### config.mk
export PLATFORM = sky130hd
export DESIGN_NAME = fir_da_serial
export DESIGN_NICKNAME = d
export VERILOG_FILES = /design/src/rtl/fir_da_pkg.sv /design/src/rtl/da_skew_chain.sv /design/src/rtl/da_pp_table.sv /design/src/rtl/da_scale_acc.sv /design/src/rtl/fir_da_serial.sv
export SDC_FILE = /design/constraint.sdc
export NUM_CORES = 1
export LEC_CHECK = 0
export BUFFER_PORTS_ARGS = -buffer_cell sky130_fd_sc_hd__buf_2
export CORE_UTILIZATION = 50
export DETAILED_ROUTE_END_ITERATION = 10
export PLACE_DENSITY = 0.67
export SETUP_SLACK_MARGIN = 0.15
export SKIP_LAST_GASP = 1
export SLEW_MARGIN = 20
export SYNTH_ARGS = -nofsm -noshare
export SYNTH_HDL_FRONTEND = slang
export SYNTH_SLANG_ARGS = --single-unit
### constraint.sdc
create_clock -name clk -period 6.8 [get_ports clk]
set_input_delay 0.68 -clock clk [delete_from_list [all_inputs] [get_ports clk]]
set_output_delay 0.68 -clock clk [all_outputs]
set_load 0.02 [all_outputs]
### src/rtl/fir_da_pkg.sv
// Shared constants of the distributed-arithmetic FIR filter.
// Holds the default 8-tap coefficient set; tap 0 weights the newest sample.
package fir_da_pkg;
    localparam int REF_TAPS = 8;
    localparam int REF_COEFS [REF_TAPS] = '{20, -256, 200, 255, 39, 117, -235, 47};
endpackage

### src/rtl/da_skew_chain.sv
// Parallel-to-serial converter followed by a cascade of bit-serial delay
// stages. Stage 0 is the serializer; stage k holds the sample k steps older.
// Assumes: shift is high for exactly DATA_W clocks per accepted sample, so
// every stage passes one whole sample to its neighbour per sample period.
// A load and a shift on the same clock move the old serializer bit onward.
module da_skew_chain #(
    parameter int DATA_W = 12,
    parameter int TAPS   = 8
) (
    input  logic              clk,
    input  logic              rst_n,
    input  logic              load,
    input  logic              shift,
    input  logic [DATA_W-1:0] din,
    output logic [TAPS-1:0]   addr
);
    logic [DATA_W-1:0] stage [TAPS];

    // Load the serializer and shift the whole chain one bit position.
    always_ff @(posedge clk) begin
        if (!rst_n) begin
            for (int k = 0; k < TAPS; k++) stage[k] <= '0;
        end else begin
            if (load)       stage[0] <= din;
            else if (shift) stage[0] <= stage[0] >> 1;
            if (shift) begin
                for (int k = 1; k < TAPS; k++)
                    stage[k] <= {stage[k-1][0], stage[k][DATA_W-1:1]};
            end
        end
    end

    // The low bit of each stage is one address bit of the table.
    always_comb begin
        for (int k = 0; k < TAPS; k++) addr[k] = stage[k][0];
    end
endmodule

### src/rtl/da_pp_table.sv
// Partial-product table: entry a holds the sum of the coefficients whose
// bit is set in a. Contents are computed at elaboration from COEFS.
// Assumes: PP_W is wide enough for the largest subset sum.
module da_pp_table #(
    parameter int TAPS = 8,
    parameter int PP_W = 13,
    parameter int COEFS [TAPS] = fir_da_pkg::REF_COEFS
) (
    input  logic [TAPS-1:0]          addr,
    output logic signed [PP_W-1:0]   pp
);
    localparam int ROWS = 2 ** TAPS;

    function automatic int subset_sum(input int sel);
        int s;
        s = 0;
        for (int k = 0; k < TAPS; k++)
            if (((sel >> k) & 1) == 1) s += COEFS[k];
        return s;
    endfunction

    logic signed [PP_W-1:0] rom [ROWS];

    for (genvar a = 0; a < ROWS; a++) begin : g_row
        localparam int SUM = subset_sum(a);
        assign rom[a] = PP_W'(SUM);
    end

    // Read the entry selected by the current column of history bits.
    assign pp = rom[addr];
endmodule

### src/rtl/da_scale_acc.sv
// Scaling accumulator: adds each table entry weighted by 2^bit_idx, and
// subtracts it on the sign-bit position. Bit 0 restarts the sum.
// Assumes: bit_idx counts 0..DATA_W-1 on consecutive step clocks.
module da_scale_acc #(
    parameter int DATA_W = 12,
    parameter int PP_W   = 13,
    parameter int OUT_W  = 25,
    parameter int CNT_W  = 4
) (
    input  logic                    clk,
    input  logic                    rst_n,
    input  logic                    step,
    input  logic [CNT_W-1:0]        bit_idx,
    input  logic signed [PP_W-1:0]  pp,
    output logic                    res_valid,
    output logic signed [OUT_W-1:0] result
);
    localparam logic [CNT_W-1:0] LAST = CNT_W'(DATA_W - 1);

    logic signed [OUT_W-1:0] acc;
    logic signed [OUT_W-1:0] base;
    logic signed [OUT_W-1:0] weighted;
    logic signed [OUT_W-1:0] next_acc;

    // Form the next partial sum from the weighted table entry.
    always_comb begin
        base     = (bit_idx == '0) ? '0 : acc;
        weighted = {{(OUT_W-PP_W){pp[PP_W-1]}}, pp} <<< bit_idx;
        next_acc = (bit_idx == LAST) ? base - weighted : base + weighted;
    end

    // Keep the running sum and publish it after the sign bit.
    always_ff @(posedge clk) begin
        if (!rst_n) begin
            acc       <= '0;
            res_valid <= 1'b0;
            result    <= '0;
        end else begin
            res_valid <= step && (bit_idx == LAST);
            if (step) acc <= next_acc;
            if (step && bit_idx == LAST) result <= next_acc;
        end
    end
endmodule

### src/rtl/fir_da_serial.sv
// Top of the bit-serial distributed-arithmetic FIR filter. Accepts a sample
// when idle or on the last bit clock of the previous one, then runs DATA_W
// bit clocks through the skew chain, table and scaling accumulator.
// Assumes: coefficients fit COEF_W bits signed; in_valid while busy on other
// clocks is dropped.
module fir_da_serial #(
    parameter int DATA_W = 12,
    parameter int TAPS   = 8,
    parameter int COEF_W = 10,
    parameter int COEFS [TAPS] = fir_da_pkg::REF_COEFS,
    localparam int PP_W  = COEF_W + $clog2(TAPS),
    localparam int OUT_W = PP_W + DATA_W
) (
    input  logic                    clk,
    input  logic                    rst_n,
    input  logic                    in_valid,
    input  logic [DATA_W-1:0]       in_sample,
    output logic                    out_valid,
    output logic signed [OUT_W-1:0] out_result
);
    localparam int CNT_W = $clog2(DATA_W);
    localparam logic [CNT_W-1:0] LAST = CNT_W'(DATA_W - 1);

    logic             busy;
    logic [CNT_W-1:0] bit_cnt;
    logic             last_bit;
    logic             accept;
    logic [TAPS-1:0]  addr;
    logic signed [PP_W-1:0] pp;

    assign last_bit = busy && (bit_cnt == LAST);
    assign accept   = in_valid && (!busy || last_bit);

    // Sequence the DATA_W bit clocks of each accepted sample.
    always_ff @(posedge clk) begin
        if (!rst_n) begin
            busy    <= 1'b0;
            bit_cnt <= '0;
        end else if (accept) begin
            busy    <= 1'b1;
            bit_cnt <= '0;
        end else if (last_bit) begin
            busy    <= 1'b0;
            bit_cnt <= '0;
        end else if (busy) begin
            bit_cnt <= bit_cnt + 1'b1;
        end
    end

    da_skew_chain #(.DATA_W(DATA_W), .TAPS(TAPS)) u_chain (
        .clk   (clk),
        .rst_n (rst_n),
        .load  (accept),
        .shift (busy),
        .din   (in_sample),
        .addr  (addr)
    );

    da_pp_table #(.TAPS(TAPS), .PP_W(PP_W), .COEFS(COEFS)) u_table (
        .addr (addr),
        .pp   (pp)
    );

    da_scale_acc #(.DATA_W(DATA_W), .PP_W(PP_W), .OUT_W(OUT_W), .CNT_W(CNT_W)) u_acc (
        .clk       (clk),
        .rst_n     (rst_n),
        .step      (busy),
        .bit_idx   (bit_cnt),
        .pp        (pp),
        .res_valid (out_valid),
        .result    (out_result)
    );
endmodule

After elaboration in Yosys (flattened, before gate mapping). Memory sizes are Yosys's and may differ from the RTL's. Cells that the tools add are included.

$add $sub $neg: 3. $lt $le $gt $ge: 1. Eq/ne operators: 1. Shifts and indexed selects: 1. Mux-type cells: 25. Bitwise logic cells: 11. Reductions and logical operators: 7.

Operator list (number): 12-bit 2-to-1 mux (9); 25-bit 2-to-1 mux (2); 13-bit 2-to-1 mux (2); 25-bit adder (1); 25-bit by 4-bit <<< shifter with 25-bit output (1); 25-bit subtractor (1); 1-bit 2-to-1 mux (12); 9-bit greater-or-equal comparator (second input constant) (1); 8-bit inverter with 9-bit output (1); 1-bit OR (9); 4-bit by 1-bit adder with 4-bit output (second input constant) (1); 4-bit == test (second input constant) (1); 4-bit logical NOT (1); 3-bit OR reduction (1); 1-bit logical AND (2); 2-bit nonzero test (1); 1-bit logical NOT (1); 1-bit logical OR (1); 1-bit inverter (1).

Flip-flop bits (word level): 56. Bits in writable memories: 96. Memory bits (read-only): 3328. Input bits: 15. Output and inout port bits: 26. Logic and storage cells: 56. Memories: 2.

Memories: (no name shown) (depth 256, width 13, rd ports 1, clocked after Yosys merged registers in 0, write ports 0, line da_pp_table.sv:30) `assign pp = rom[addr];`; u_chain.stage (depth 8, width 12, rd ports 8, clocked after Yosys merged registers in 0, write ports 8, line da_skew_chain.sv:17) `logic [DATA_W-1:0] stage [TAPS];`.

Depth between registers and ports, before layout.
Word-level depth: 9. Mapped depth: 29. Gate-level depth less buffers: 27.

Modules after synthesis. From an unflattened synthesis, not the netlist that was laid out.

Cells, all modules: 1126. Area, all modules: 10558.9 sq um.

By module, submodules not included: da_scale_acc (times used 1, cells each 642, area each 5063.6 sq um, seq. area each 1021.0 sq um); da_skew_chain (times used 1, cells each 240, area each 3754.9 sq um, seq. area each 2882.8 sq um); da_pp_table (times used 1, cells each 220, area each 1491.4 sq um, seq. area each 0.0 sq um); fir_da_serial (times used 1, cells each 24, area each 249.0 sq um, seq. area each 100.1 sq um).

Worst setup path before layout. Ideal clock, no wire load.

Path kind: register to register. Start point: mem u_chain.stage[0][0]. End point: reg u_acc.acc[24]. Setup time: 0.062 ns. Arrival time: 6.145 ns. Required time: 6.738 ns. Path slack: 0.593 ns. Stages on the path, launching flop included: 27. Path buffers: 1. Period minus slack after synthesis: 6.207 ns. Path through: edfxtp_1 -> clkbuf_1 -> inv_1 -> ha_1 -> mux2i_2 -> a211oi_1 -> nor4b_2 -> nand2b_1 -> o211ai_4 -> mux4_2 -> and2_1 -> nor3_2 -> inv_1 -> o21ai_0 -> xor2_1 -> ha_1 -> a21oi_1 -> nor2b_1 -> a41oi_1 -> o41a_1 -> a311o_1 -> nand4_1 -> nand4b_1 -> a21oi_1 -> xor2_1 -> a2111o_1 -> nand3_1.

RTL lines: start, declared (line da_skew_chain.sv:17); end signal, assigned (line da_scale_acc.sv:40) `if (step) acc <= next_acc;`; end, declared (line da_scale_acc.sv:20) `logic signed [OUT_W-1:0] acc;`.

==> flow_metrics.py <==
metrics = {
    "final_layout": {
        "multi_input_comb_area_mm2": 0.00585,
        "fin_util_pct": 57.8,
        "antenna_cells": 0,
        "final_common_cell": "edfxtp_1",
        "num-fill-cells": 1703,
        "drive_gt1_share_pct": 15.8,
        "syn_to_final_growth_pct": 11.7,
        "final_cell_mix": "96 x edfxtp_1, 74 x nor2_1, 64 x and3_1",
        "final_nets": 1147,
        "seq_area_mm2": 0.00401,
    },
    "worst_setup_path": {
        "path_depth": 26,
        "regToRegStartpoint": "u_chain.stage[0][0]",
        "crit_type": "reg -> reg",
        "cp_num_buf_inv": 3,
        "crit_arrival_ns": 6.65,
        "critPathCapture": "u_acc.acc[24]",
        "start_kind": "flop",
        "ff2ff_setup_slack_ns": 0.52,
        "crit_fanout": 16,
        "cp-startpoint": "u_chain.stage[0][0]",
        "timing.rr.end": "u_acc.acc[24]",
        "crit_slowest_cell": "mux4_2",
        "crit_family": "compound AO/OA/AOI/OAI gates",
        "max_stage_delay_ns": 0.52,
        "worstPathRequired_ns": 7.17,
        "reg2reg_depth": 26,
        "endpoint_kind": "flop",
    },
    "floorplan": {
        "core_area_mm2": 0.0197,
        "start_util_pct": 51.8,
        "die_h_um": 145,
        "die_w_um": 145,
        "ios": 41,
        "rows": 51,
        "die-area_mm2": 0.0210,
    },
    "logic_synthesis": {
        "yosysSeqAreaShare_pct": 39.2,
        "ys_seq_elements": 152,
        "synth_ff_type": "edfxtp_1",
        "synth.area.mux_share_pct": 3.85,
        "synth-simple-area-share_pct": 20.9,
        "synth_top_cell_by_area": "edfxtp_1",
        "synth_adder_area_share_pct": 6.20,
        "synth_edf_count": 96,
        "ys_types": 99,
        "netlist_instances": 1054,
        "ys_warn_count": 0,
        "netlist_top_cells_area": "edfxtp_1 28%, dfxtp_1 11%, ha_1 6.0%, and3_1 3.9%, and2_1 3.6%",
        "synth_area_mm2": 0.0102,
        "synth_compound_area_share_pct": 21.4,
        "syn_avg_cell_area_um2": 9.69,
        "synthArstFlopShare_pct": 0,
        "synth-xor-area-share_pct": 4.03,
        "syn_nets": 1119,
        "synth_top_family_by_area": "compound AO/OA/AOI/OAI gates",
        "synth_top_area_share_pct": 28.2,
    },
    "run_status": {
        "status": "complete, no violations",
    },
    "sta": {
        "hold_viol": 0,
        "fin_crit_sh_pct": 92.3,
        "fmaxAchievable_mhz": 159,
        "setup_viol": 0,
        "final.min_clock_period_ns": 6.28,
        "max-slew-margin-rel_pct": 31.8,
        "drv_slew": 0,
        "setup_tns_ns": 0,
        "finalClockSkew_ns": 0.0136,
        "worst_slew_pin_slew_ns": 1.02,
        "rsz0062_at_grt": "false",
    },
    "place": {
        "portBuffers": 40,
        "place_congestion": 0.910,
        "dp.final_hpwl_mm": 16.2,
    },
    "clock_tree": {
        "cts_made_buffers": 17,
        "cts.clk_slew.worst_paths_ns": 0.07,
        "cts_tree": "done",
        "cts_root_buf": "clkbuf_16",
        "cts.path.max_buffers": 2,
        "clk_latency_ns": 0.45,
        "cts_sinks": 152,
        "cts_max_level": 4,
    },
    "global_route": {
        "track_usage_pct": 23.2,
        "antenna_found_initial": 0,
        "grt_pass1_wl_mm": 39.4,
        "gr-total-overflow": 0,
        "grt_pass1_vias": 7509,
        "grt_max_degree": 115,
    },
    "detailed_routing": {
        "firstDrtPassIters": 6,
        "wirelength_mm": 24.2,
        "wire_per_inst_um": 17.8,
        "remaining_drc_errors": 0,
        "vias": 8121,
        "drt-initial-drc-count": 754,
        "ant_nets": 0,
        "vias_per_cell": 5.97,
    },
    "pwr": {
        "ir_drop_mv": 0.178,
        "power_leakage_nw": 4.80,
        "power-per-cell-area_mw_per_mm2": 253,
        "power_w": 0.00289,
    },
    "min_path": {
        "min_path_cells": 2,
        "hold_class": "reg -> reg",
    },
    "job": {
        "cap_violations": 0,
    },
}
-- where the power goes --
part	switching [W]	total [W]	internal, W
Clock	0.000477	0.000980	0.000502
Combinational	0.000505	0.000831	0.000326
Sequential	0.0000236	0.00107	0.00105
Total	0.00101	0.00289	0.00188
-- layout make-up --
| cell class | instances | share of cell area, % |
|---|---|---|
| flip-flops and latches | 152 | 35.1 |
| multi-input cells | 805 | 51.3 |
| clock buffers | 17 | 3.73 |
| inverters | 25 | 0.834 |
| well taps | 265 | 2.91 |
| clock inverters | 15 | 1.70 |
| repair buffers | 81 | 4.45 |
-- per-stage QoR --
step           hold WS, ns  setup WS [ns]  instances  cell area (µm²)
2_1_floorplan        0.417          0.593       1054            10200
3_3_place_gp         0.428          0.559       1318            10600
3_5_place_dp         0.438          0.505       1318            10600
4_1_cts              0.455          0.440       1350            11200
5_1_grt              0.491          0.147       1360            11400
6_report             0.451          0.523       1360            11400
-- synth_stat cells, types with 19 or more instances --
cell and instances:
inv_1 21, and2_1 59, ha_1 49, a22o_1 30, and3_1 64, dfxtp_1 56, mux2i_1 24, clkbuf_1 45
a21oi_1 53, edfxtp_1 96, nor2b_1 40, nor2_1 74, nand2_1 60, xnor2_1 28, o21ai_0 34, xor2_1 19
-- registers in the layout, indices dropped and copies added (netlist names) --
signal           cells
u_chain.stage       96
u_acc.res_valid      1
u_acc.acc           25
bit_cnt              4
busy                 1
u_acc.result        25
-- worst min-delay path: stages (launching register included) --
cell and delay (ns):
dfxtp_1 0.33, nand2_1 0.04, o21ai_0 0.05
-- layer usage --
metal | wire, µm | global-route usage, % | up-vias | part of all wire (%)
met5 | 0 | 0 | - | 0
li1 | - | - | 3976 | -
met2 | 10700 | 34.2 | 234 | 44
met4 | 304 | 6.33 | 0 | 1.3
met3 | 1180 | 5.00 | 25 | 4.9
met1 | 12100 | 33.9 | 3886 | 50
-- worst min-delay path by stage --
stage	start	endpoint	slack [ns]
global placement	u_acc.acc[13]	u_acc.acc[13]	0.43
floorplan	u_acc.acc[13]	u_acc.acc[13]	0.42
CTS	u_acc.acc[13]	u_acc.acc[13]	0.46
global route	u_acc.acc[20]	u_acc.acc[20]	0.49
finish	u_acc.acc[13]	u_acc.acc[13]	0.45
detailed placement	u_acc.acc[13]	u_acc.acc[13]	0.44
-- logic make-up after synthesis --
logic type / count (synthesis)
xor+xnor: 47
fa+ha+maj: 50
compound gates: 288
mux: 34
flops: 152
buf+inv: 97
simple gates: 386
-- timing repair --
item	CTS	global route
setup buffers	0	10
resized for setup	0	14
endpoints found under the setup margin	0	4
hold buffers	0	0
(Power assumes the default switching activity.)
